`src/rtl/tmr_pkg.sv`:
```
package tmr_pkg;
   localparam int ADDR_W = 2;
   localparam int CTL_W  = 3;

   typedef enum logic [ADDR_W-1:0] {
      REG_DIV = 2'd0,
      REG_CNT = 2'd1,
      REG_MOD = 2'd2,
      REG_CTL = 2'd3
   } reg_sel_e;

   typedef struct packed {
      logic       run;
      logic [1:0] rate;
   } ctl_t;
endpackage

```
`src/rtl/tmr_prescaler.sv`:
```
module tmr_prescaler #(
   parameter int PRE_W = 16
) (
   input  logic             clk_i,
   input  logic             rst_ni,
   input  logic             clr_i,
   output logic [PRE_W-1:0] val_o
);
   always_ff @(posedge clk_i) begin
      if (!rst_ni)    val_o <= '0;
      else if (clr_i) val_o <= '0;
      else            val_o <= val_o + 1'b1;
   end
endmodule

```
`src/rtl/tmr_tap_edge.sv`:
```
module tmr_tap_edge #(
   parameter int PRE_W    = 16,
   parameter int TAP_SEL0 = 9,
   parameter int TAP_SEL1 = 3,
   parameter int TAP_SEL2 = 5,
   parameter int TAP_SEL3 = 7
) (
   input  logic             clk_i,
   input  logic             rst_ni,
   input  logic [PRE_W-1:0] pre_i,
   input  logic [1:0]       rate_i,
   input  logic             run_i,
   output logic             tick_o
);
   localparam int N_RATES = 4;

   function automatic int tap_pos(input int idx);
      case (idx)
         0:       return TAP_SEL0;
         1:       return TAP_SEL1;
         2:       return TAP_SEL2;
         default: return TAP_SEL3;
      endcase
   endfunction

   logic [N_RATES-1:0] taps;
   logic               gated;
   logic               gated_q;
   logic               unused_pre;

   for (genvar g = 0; g < N_RATES; g++) begin : g_tap
      assign taps[g] = pre_i[tap_pos(g)];
   end

   assign unused_pre = ^pre_i;
   assign gated      = taps[rate_i] & run_i;

   always_ff @(posedge clk_i) begin
      if (!rst_ni) gated_q <= 1'b0;
      else         gated_q <= gated;
   end

   assign tick_o = gated_q & ~gated;
endmodule

```
`src/rtl/tmr_counter.sv`:
```
module tmr_counter #(
   parameter int CNT_W = 8
) (
   input  logic             clk_i,
   input  logic             rst_ni,
   input  logic             tick_i,
   input  logic             cnt_we_i,
   input  logic             mod_we_i,
   input  logic [CNT_W-1:0] wdata_i,
   output logic [CNT_W-1:0] cnt_o,
   output logic [CNT_W-1:0] mod_o,
   output logic             irq_o
);
   localparam logic [CNT_W-1:0] CNT_TOP = '1;

   always_ff @(posedge clk_i) begin
      if (!rst_ni) begin
         cnt_o <= '0;
         irq_o <= 1'b0;
      end else begin
         irq_o <= 1'b0;
         if (cnt_we_i) begin
            cnt_o <= wdata_i;
         end else if (tick_i) begin
            if (cnt_o == CNT_TOP) begin
               cnt_o <= mod_o;
               irq_o <= 1'b1;
            end else begin
               cnt_o <= cnt_o + 1'b1;
            end
         end
      end
   end

   always_ff @(posedge clk_i) begin
      if (!rst_ni)       mod_o <= '0;
      else if (mod_we_i) mod_o <= wdata_i;
   end
endmodule

```
`src/rtl/prog_timer.sv`:
```
module prog_timer
   import tmr_pkg::*;
#(
   parameter int CNT_W    = 8,
   parameter int PRE_W    = 16,
   parameter int TAP_SEL0 = 9,
   parameter int TAP_SEL1 = 3,
   parameter int TAP_SEL2 = 5,
   parameter int TAP_SEL3 = 7
) (
   input  logic              clk_i,
   input  logic              rst_ni,
   input  logic [ADDR_W-1:0] addr_i,
   input  logic              wr_i,
   input  logic [CNT_W-1:0]  wdata_i,
   output logic [CNT_W-1:0]  rdata_o,
   output logic              irq_o
);
   localparam int DIV_LSB = PRE_W - CNT_W;

   if (PRE_W < CNT_W) begin : g_bad_pre
      $error("prescaler narrower than divider read port");
   end
   if (CNT_W < CTL_W) begin : g_bad_cnt
      $error("data width cannot hold the control field");
   end
   if (TAP_SEL0 >= PRE_W || TAP_SEL1 >= PRE_W ||
       TAP_SEL2 >= PRE_W || TAP_SEL3 >= PRE_W) begin : g_bad_tap
      $error("rate tap outside the prescaler");
   end

   logic             wr_div, wr_cnt, wr_mod, wr_ctl;
   logic [PRE_W-1:0] pre_q;
   logic [CNT_W-1:0] cnt_q, mod_q;
   ctl_t             ctl_q;
   logic             run_w;
   logic             tick;

   assign wr_div = wr_i && (addr_i == REG_DIV);
   assign wr_cnt = wr_i && (addr_i == REG_CNT);
   assign wr_mod = wr_i && (addr_i == REG_MOD);
   assign wr_ctl = wr_i && (addr_i == REG_CTL);
   assign run_w  = ctl_q.run;

   always_ff @(posedge clk_i) begin
      if (!rst_ni)     ctl_q <= '0;
      else if (wr_ctl) ctl_q <= ctl_t'(wdata_i[CTL_W-1:0]);
   end

   tmr_prescaler #(.PRE_W(PRE_W)) u_prescaler (
      .clk_i  (clk_i),
      .rst_ni (rst_ni),
      .clr_i  (wr_div),
      .val_o  (pre_q)
   );

   tmr_tap_edge #(
      .PRE_W    (PRE_W),
      .TAP_SEL0 (TAP_SEL0),
      .TAP_SEL1 (TAP_SEL1),
      .TAP_SEL2 (TAP_SEL2),
      .TAP_SEL3 (TAP_SEL3)
   ) u_tap_edge (
      .clk_i  (clk_i),
      .rst_ni (rst_ni),
      .pre_i  (pre_q),
      .rate_i (ctl_q.rate),
      .run_i  (run_w),
      .tick_o (tick)
   );

   tmr_counter #(.CNT_W(CNT_W)) u_counter (
      .clk_i    (clk_i),
      .rst_ni   (rst_ni),
      .tick_i   (tick),
      .cnt_we_i (wr_cnt),
      .mod_we_i (wr_mod),
      .wdata_i  (wdata_i),
      .cnt_o    (cnt_q),
      .mod_o    (mod_q),
      .irq_o    (irq_o)
   );

   always_comb begin
      rdata_o = '0;
      case (addr_i)
         REG_DIV: rdata_o = pre_q[PRE_W-1:DIV_LSB];
         REG_CNT: rdata_o = cnt_q;
         REG_MOD: rdata_o = mod_q;
         default: rdata_o[CTL_W-1:0] = ctl_q;
      endcase
   end
endmodule

```
`config.mk`:
```
export PLATFORM = sky130hd
export DESIGN_NAME = prog_timer
export DESIGN_NICKNAME = d
export VERILOG_FILES = /design/src/rtl/tmr_pkg.sv /design/src/rtl/tmr_prescaler.sv /design/src/rtl/tmr_tap_edge.sv /design/src/rtl/tmr_counter.sv /design/src/rtl/prog_timer.sv
export SDC_FILE = /design/constraint.sdc
export NUM_CORES = 1
export LEC_CHECK = 0
export ABC_AREA = 1
export BUFFER_PORTS_ARGS = -buffer_cell sky130_fd_sc_hd__buf_2
export CAP_MARGIN = 40
export CORE_ASPECT_RATIO = 0.7
export CORE_MARGIN = 5
export CORE_UTILIZATION = 52
export DETAILED_ROUTE_END_ITERATION = 10
export GPL_ROUTABILITY_DRIVEN = 0
export HOLD_SLACK_MARGIN = 0.06
export MAX_ROUTING_LAYER = met4
export PLACE_DENSITY = 0.75
export SLEW_MARGIN = 10
export SYNTH_ARGS = -nofsm -noshare
export SYNTH_HDL_FRONTEND = slang
export SYNTH_SLANG_ARGS = --single-unit
```
`constraint.sdc`:
```
create_clock -name clk_i -period 1.4 [get_ports clk_i]
set_clock_uncertainty 0.1 [all_clocks]
set_input_delay 0.14 -clock clk_i [delete_from_list [all_inputs] [get_ports clk_i]]
set_output_delay 0.14 -clock clk_i [all_outputs]
set_load 0.005 [all_outputs]
```
==> results of run 1 <==
## flip-flops by register name (all words and copies together), names as in the netlist
name	flops
u_prescaler.val_o	16
u_tap_edge.gated_q	1
u_counter.cnt_o	8
run_w	1
u_counter.mod_o	8
u_counter.irq_o	1
ctl_q	2
## per-layer routing
layer  vias up  GRT usage, %  wire [um]
met3        17         5.680        503
met5         -             -          0
met2        94         26.76       2427
met4         0         6.522        127
li1       1118             -          -
met1      1005         31.27       2679
## area by class of cell
class / instances / area, sq um
sequential: 37 / 768.2
clock inverter: 1 / 5.005
fill: 288 / 1002
inverter: 37 / 138.9
timing repair buffer: 68 / 486.7
tap: 52 / 65.06
clock buffer: 7 / 96.34
multi-input combinational: 213 / 1265
## metrics by stage
stage / worst slack [ns] / cell area, sq um
after global routing: -0.1786 / 2825
final: -0.06734 / 2825
after floorplan: 0.01407 / 2037
after detailed placement: -0.03821 / 2426
after CTS: -0.04249 / 2603
after global placement: -0.007831 / 2426
## synthesized netlist by cell type (all sizes together), types with 2 or more instances
library cell  count
o211ai            2
a21oi            31
nand4             3
ha                2
o221ai            4
o2111ai           2
xor2              2
nor3              6
inv              37
nand2            75
dfxtp            37
buf               3
o21ai            26
nand3            32
nor2             25
## worst max-delay path, stage by stage, from the launching register on
cell and delay [ns]:
dfxtp_2 0.37, ha_4 0.15, nand2_4 0.06, nor2_8 0.13
buf_6 0.11, buf_6 0.09, nand3_2 0.06, nand3_1 0.09
nand2_1 0.06, nand2_1 0.07, a21oi_2 0.05
## cell families (layout without fill, tap and decap cells)
family                   after synthesis  count (layout)
AO/OA/AOI/OAI                         67              67
XOR/XNOR                               3               3
adder cells (fa/ha/maj)                2               2
buffers and inverters                 41             113
flip-flops                            37              37
AND/OR/NAND/NOR                      141             141
## worst min-delay path by stage
| stage | slack [ns] | to | cells past startpoint |
|---|---|---|---|
| 6_report | 0.07 | u_counter.mod_o[4]$_SDFFE_PN0P_ | 3 |
| 5_1_grt | 0.08 | u_counter.mod_o[4]$_SDFFE_PN0P_ | 3 |
| 4_1_cts | 0.07 | u_counter.mod_o[0]$_SDFFE_PN0P_ | 3 |
| 3_5_place_dp | 0.35 | u_counter.mod_o[1]$_SDFFE_PN0P_ | 3 |
| 3_3_place_gp | 0.34 | u_counter.mod_o[1]$_SDFFE_PN0P_ | 3 |
| 2_1_floorplan | 0.18 | ctl_q[0]$_SDFFE_PN0P_ | 2 |
## power groups by stage
| stage | clock (mW) | combinational, mW | sequential [mW] |
|---|---|---|---|
| final | 0.821 | 0.249 | 1.09 |
| after global routing | 0.898 | 0.274 | 1.10 |
| after CTS | 0.833 | 0.229 | 1.09 |
| after detailed placement | 0 | 0.215 | 1.12 |
| after global placement | 0 | 0.213 | 1.12 |
| after floorplan | 0 | 0.123 | 1.12 |
## what timing repair did
item | CTS | global route
gates cloned | 0 | 0
setup buffers | 2 | 7
hold buffers | 4 | 0
resized for setup | 10 | 54
pin swaps | 1 | 16
hold endpoints to repair | 4 | 0
setup endpoints to repair | 13 | 23
==> flow_summary.yaml, run 1 <==
synthesis:
  synth_top_area_share_pct: 36.63
  synth-edff-count: 0
  synth_compound_area_share_pct: 19.31
  netlist_instances: 291
  muxShareOfSynthArea_pct: 0
  synthesis.nets: 306
  syn_area_sq_mm: 0.002022
  synth_flop_cell: "dfxtp_1"
  ys_async_sr_fraction_pct: 0
  synth.distinct_cells: 31
  synthAdderAreaFrac_pct: 1.238
  synthSimpleGateAreaFrac_pct: 32.86
  synthTopCellsByArea: "dfxtp_1, nand2_1, nand3_1, a21oi_1, inv_1"
  synth_top_family_by_area: "simple AND/OR/NAND/NOR gates"
  yosysWarnings: 0
  synth_xor_area_share_pct: 1.300
  yosys.area.top_type: "dfxtp_1"
  ys_ff_latch: 37
  syn-mean-instance-area_sq_um: 6.948
  yosysSeqAreaShare_pct: 36.63
global_routing:
  grt_pass1_vias: 1821
  overflow: 0
  grt_max_degree: 16
  grt_pass1_wl_um: 8735
  grt_antenna_before_repair: 0
  grt_usage_pct: 20.92
die:
  ioPinCount: 22
  die_x_um: 84.53
  core.rowCount: 19
  die-height_um: 62.17
  die_area_sq_mm: 0.005255
  coreArea_sq_mm: 0.003827
  start_util_pct: 52.83
routing:
  vias: 2234
  routed_wl_um: 5737
  drt-pass1-iter-count: 5
  routed_via_density: 5.383
  drc: 0
  wire_per_inst_um: 13.82
  final_antenna_net_count: 0
  initialDrtViolationCount: 194
power:
  p_seq_share_pct: 50.5
  finalPower_mw: 2.164
  pwr-share-comb_pct: 11.5
  cellInternalPower_mw: 1.621
  pwr-share-clk_pct: 37.9
  p_leak_nw: 1.243
  switchingPower_mw: 0.5428
  peakVddDrop_mv: 0.4984
  sw_frac_of_total_pct: 25.08
  power.density_mw_per_mm2: 765.9
clocking:
  h-tree-depth: 2
  clock-sinks: 37
  cts_max_path_buffers: 2
  cts_root_buf: "clkbuf_8"
  clock_latency_ns: 0.29
  cts_made_buffers: 5
  cts_tree: "built"
  clk_pin_slew_ns: 0.07
status:
  status: "finished with violations"
  failed_checks: "setup timing"
timing:
  period_needed_ns: 1.467
  fin_hold_ws_ns: 0.07140
  slew_viol_final: 0
  setup_viol: 6
  max_slew_margin_pct: 79.83
  rsz0062_at_grt: "yes"
  hold_violations: 0
  worst_slack_ns: -0.06734
  final.setup.tns_ns: -0.2636
  fmax_mhz: 681.5
  post-route-period-util_pct: 104.8
  worst_slew_pin_slew_ns: 0.3002
finish:
  diodes: 0
  layout-drive-gt1-share_pct: 38.29
  layout_common_cells: "nand2_1, buf_4, nand3_1, inv_1, a21oi_1"
  final_common_cell: "nand2_1"
  nets: 377
  fin_cells: 415
  post-route-util_pct: 73.82
  area_delta_synth_final_pct: 39.73
hold_path:
  hold_path.class: "primary input to flop"
  hp-start: "wdata_i[4]"
worst_setup_path:
  critPathKind: "flop to flop"
  cp-startpoint: "u_counter.cnt_o[0]$_SDFFE_PN0P_"
  startpoint_type: "flop"
  reg2reg_from: "u_counter.cnt_o[0]$_SDFFE_PN0P_"
  crit_fanout: 5
  required_ns: 1.48
  endpoint_kind: "flop"
  crit_path_end: "u_counter.cnt_o[3]$_SDFFE_PN0P_"
  worstPathArrival_ns: 1.55
  r2r_slack_ns: -0.07
  r2r_end: "u_counter.cnt_o[3]$_SDFFE_PN0P_"
  reg2regPathDepth: 10
placed_design:
  dp_hpwl_um: 3964
  portBuffers: 21
  placed_cells: 394
run:
  drv_cap: 0
Power figures use the tool's default switching activity.
==> run 2, diff against run 1 <==
--- a/config.mk
+++ b/config.mk
@@ -10,3 +10,3 @@
 export CAP_MARGIN = 40
-export CORE_ASPECT_RATIO = 0.7
+export CORE_ASPECT_RATIO = 1.75
 export CORE_MARGIN = 5
==> constraint.sdc (replaced) <==
create_clock -name clk_i -period 1.4 [get_ports clk_i]
set_clock_uncertainty 0.1 [all_clocks]
set_input_delay 0.21 -clock clk_i [delete_from_list [all_inputs] [get_ports clk_i]]
set_output_delay 0.21 -clock clk_i [all_outputs]
set_load 0.005 [all_outputs]
==> run 2 against run 1 <==
Compared with the run above: the run still ends with setup timing left; non-clock buffer count shrank 2; sequential share of layout area shrank 0.36 points; fmax shrank 5.6%; first-iteration DRC count shrank 28%; register-to-register slack lost 0.09 ns; clock power grew 2%; sequential cell count is the same; count of clock-buffer cells in the layout is the same; setup slack lost 0.087 ns; largest cell class unchanged; largest power group unchanged.
==> flow_summary.yaml, run 2 (synthesized netlist as in run 1, its figures left out) <==
status:
  status: "finished with violations"
  failed_checks: "setup timing"
clocking:
  clk_pin_slew_ns: 0.08
  h-tree-depth: 2
  cts_root_buf: "clkbuf_8"
  clock_latency_ns: 0.29
  cts_hold_buffers: 0
  cts_made_buffers: 5
  cts_max_path_buffers: 2
  clock-sinks: 37
  cts_tree: "built"
power:
  p_leak_nw: 1.251
  finalPower_mw: 2.201
  peakVddDrop_mv: 0.8595
  power.density_mw_per_mm2: 757.7
routing:
  initialDrtViolationCount: 139
  wire_per_inst_um: 15.43
  routed_wl_um: 6326
  routed_via_density: 5.478
  drc: 0
  vias: 2246
  final_antenna_net_count: 0
  drt-pass1-iter-count: 4
hold_path:
  hold_path.class: "primary input to flop"
finish:
  multi_input_area_sq_mm: 0.001320
  area_delta_synth_final_pct: 43.69
  layout_common_cells: "nand2_1, buf_4, inv_1, a21oi_1, nand3_1"
  diodes: 0
  largest_register: "u_prescaler.val_o"
  final_area_sq_mm: 0.002905
  largest_reg_flops: 16
  fin_cells: 410
  fillers: 293
  final_common_cell: "nand2_1"
  seqCellArea_sq_um: 779.5
  largest_registers: "u_prescaler.val_o: 16 flops, u_counter.cnt_o: 8 flops, u_counter.mod_o: 8 flops"
  layout-drive-gt1-share_pct: 43.37
  nets: 376
placed_design:
  placed_cells: 387
  dp_hpwl_um: 3976
  place_area_sq_mm: 0.002411
  portBuffers: 21
timing:
  hold_violations: 0
  rsz0062_at_grt: "yes"
  worst_slew_pin_slew_ns: 0.4306
  slew_viol_final: 0
  post-route-period-util_pct: 111.0
  fmax_mhz: 643.2
  final.setup.tns_ns: -0.7733
  worst_slack_ns: -0.1546
  period_needed_ns: 1.555
  setup_viol: 9
  max_slew_margin_pct: 71.22
global_routing:
  grt_usage_pct: 21.54
  grt_pass1_wl_um: 8818
  overflow: 0
  grt_antenna_before_repair: 0
  grt_pass1_vias: 2054
  grt_max_degree: 16
worst_setup_path:
  cp_slowest_stage_delay_ns: 0.37
  endpoint_kind: "flop"
  worstPathArrival_ns: 1.64
  startpoint_type: "flop"
  crit_fanout: 4
  crit_slowest_cell: "dfxtp_2"
  critPathKind: "flop to flop"
  worstPathCellList: "buf_6, buf_6, nand3_2, o21bai_1, nand3_2, nand3_2, nand2_2, nand2_2, a21oi_2"
  critPathTopFamily: "simple AND/OR/NAND/NOR gates"
  path_buf_inv: 2
  required_ns: 1.49
  crit_top_cell: "nand3_2"
die:
  start_util_pct: 52.81
  die_area_sq_mm: 0.005284
  die-height_um: 92.49
  core.rowCount: 30
  die_x_um: 57.14
  coreArea_sq_mm: 0.003829
  ioPinCount: 22
run:
  drv_cap: 0
-- run 2: cell type report --
class | count | share of cell area (%)
clock buffer | 7 | 3.316
sequential | 37 | 26.83
multi-input combinational | 214 | 45.44
inverter | 37 | 4.780
timing repair buffer | 66 | 17.40
tap | 48 | 2.067
clock inverter | 1 | 0.1723
-- run 2: final timing paths --
check	to	from	cells past startpoint	slack [ns]
worst max-delay path	u_counter.cnt_o[5]$_SDFFE_PN0P_	u_counter.cnt_o[0]$_SDFFE_PN0P_	9	-0.15
worst min-delay path	u_counter.mod_o[1]$_SDFFE_PN0P_	wdata_i[1]	3	0.12
worst max register to register	u_counter.cnt_o[5]$_SDFFE_PN0P_	u_counter.cnt_o[0]$_SDFFE_PN0P_	9	-0.15
worst min register to register	u_counter.mod_o[0]$_SDFFE_PN0P_	u_counter.mod_o[0]$_SDFFE_PN0P_	2	0.38
-- run 2: stage by stage --
stage / utilization (%) / hold slack, ns / worst slack [ns]
final: 75.88 / 0.1176 / -0.1546
after detailed placement: 62.97 / 0.3594 / -0.06568
after global routing: 75.88 / 0.1252 / -0.1873
after global placement: 62.97 / 0.3550 / -0.04510
after CTS: 68.04 / 0.1015 / -0.09621
after floorplan: - / 0.2484 / 0.01407
-- run 2: power by group --
part / internal [mW] / switching [mW] / total, mW / leakage, nW
combinational: 0.114 / 0.156 / 0.269 / 0.886
sequential: 1.07 / 0.0201 / 1.09 / 0.311
clock: 0.445 / 0.396 / 0.841 / 0.0542
total: 1.63 / 0.571 / 2.20 / 1.25
-- run 2: repair_timing --
item / 4_1_cts / 5_1_grt
setup buffers: 4 / 12
setup endpoints to repair: 17 / 26
gates cloned: 0 / 1
pin swaps: 3 / 18
resized for setup: 23 / 64
-- run 2: routing by layer --
metal  track usage [%]  part of all wire (%)  up-vias
met5                 -                     0        -
met4             11.03                   3.1        0
met3             3.626                   3.4       15
met2             39.89                    59       63
met1             20.72                    35     1061
li1                  -                     -     1107
-- run 2: worst reg2reg max path, delay by kind of cell (launching register included) --
family,cells,cell delay [ns]
flops,1,0.37
buf+inv,2,0.22
simple gates,5,0.47
compound gates,2,0.29
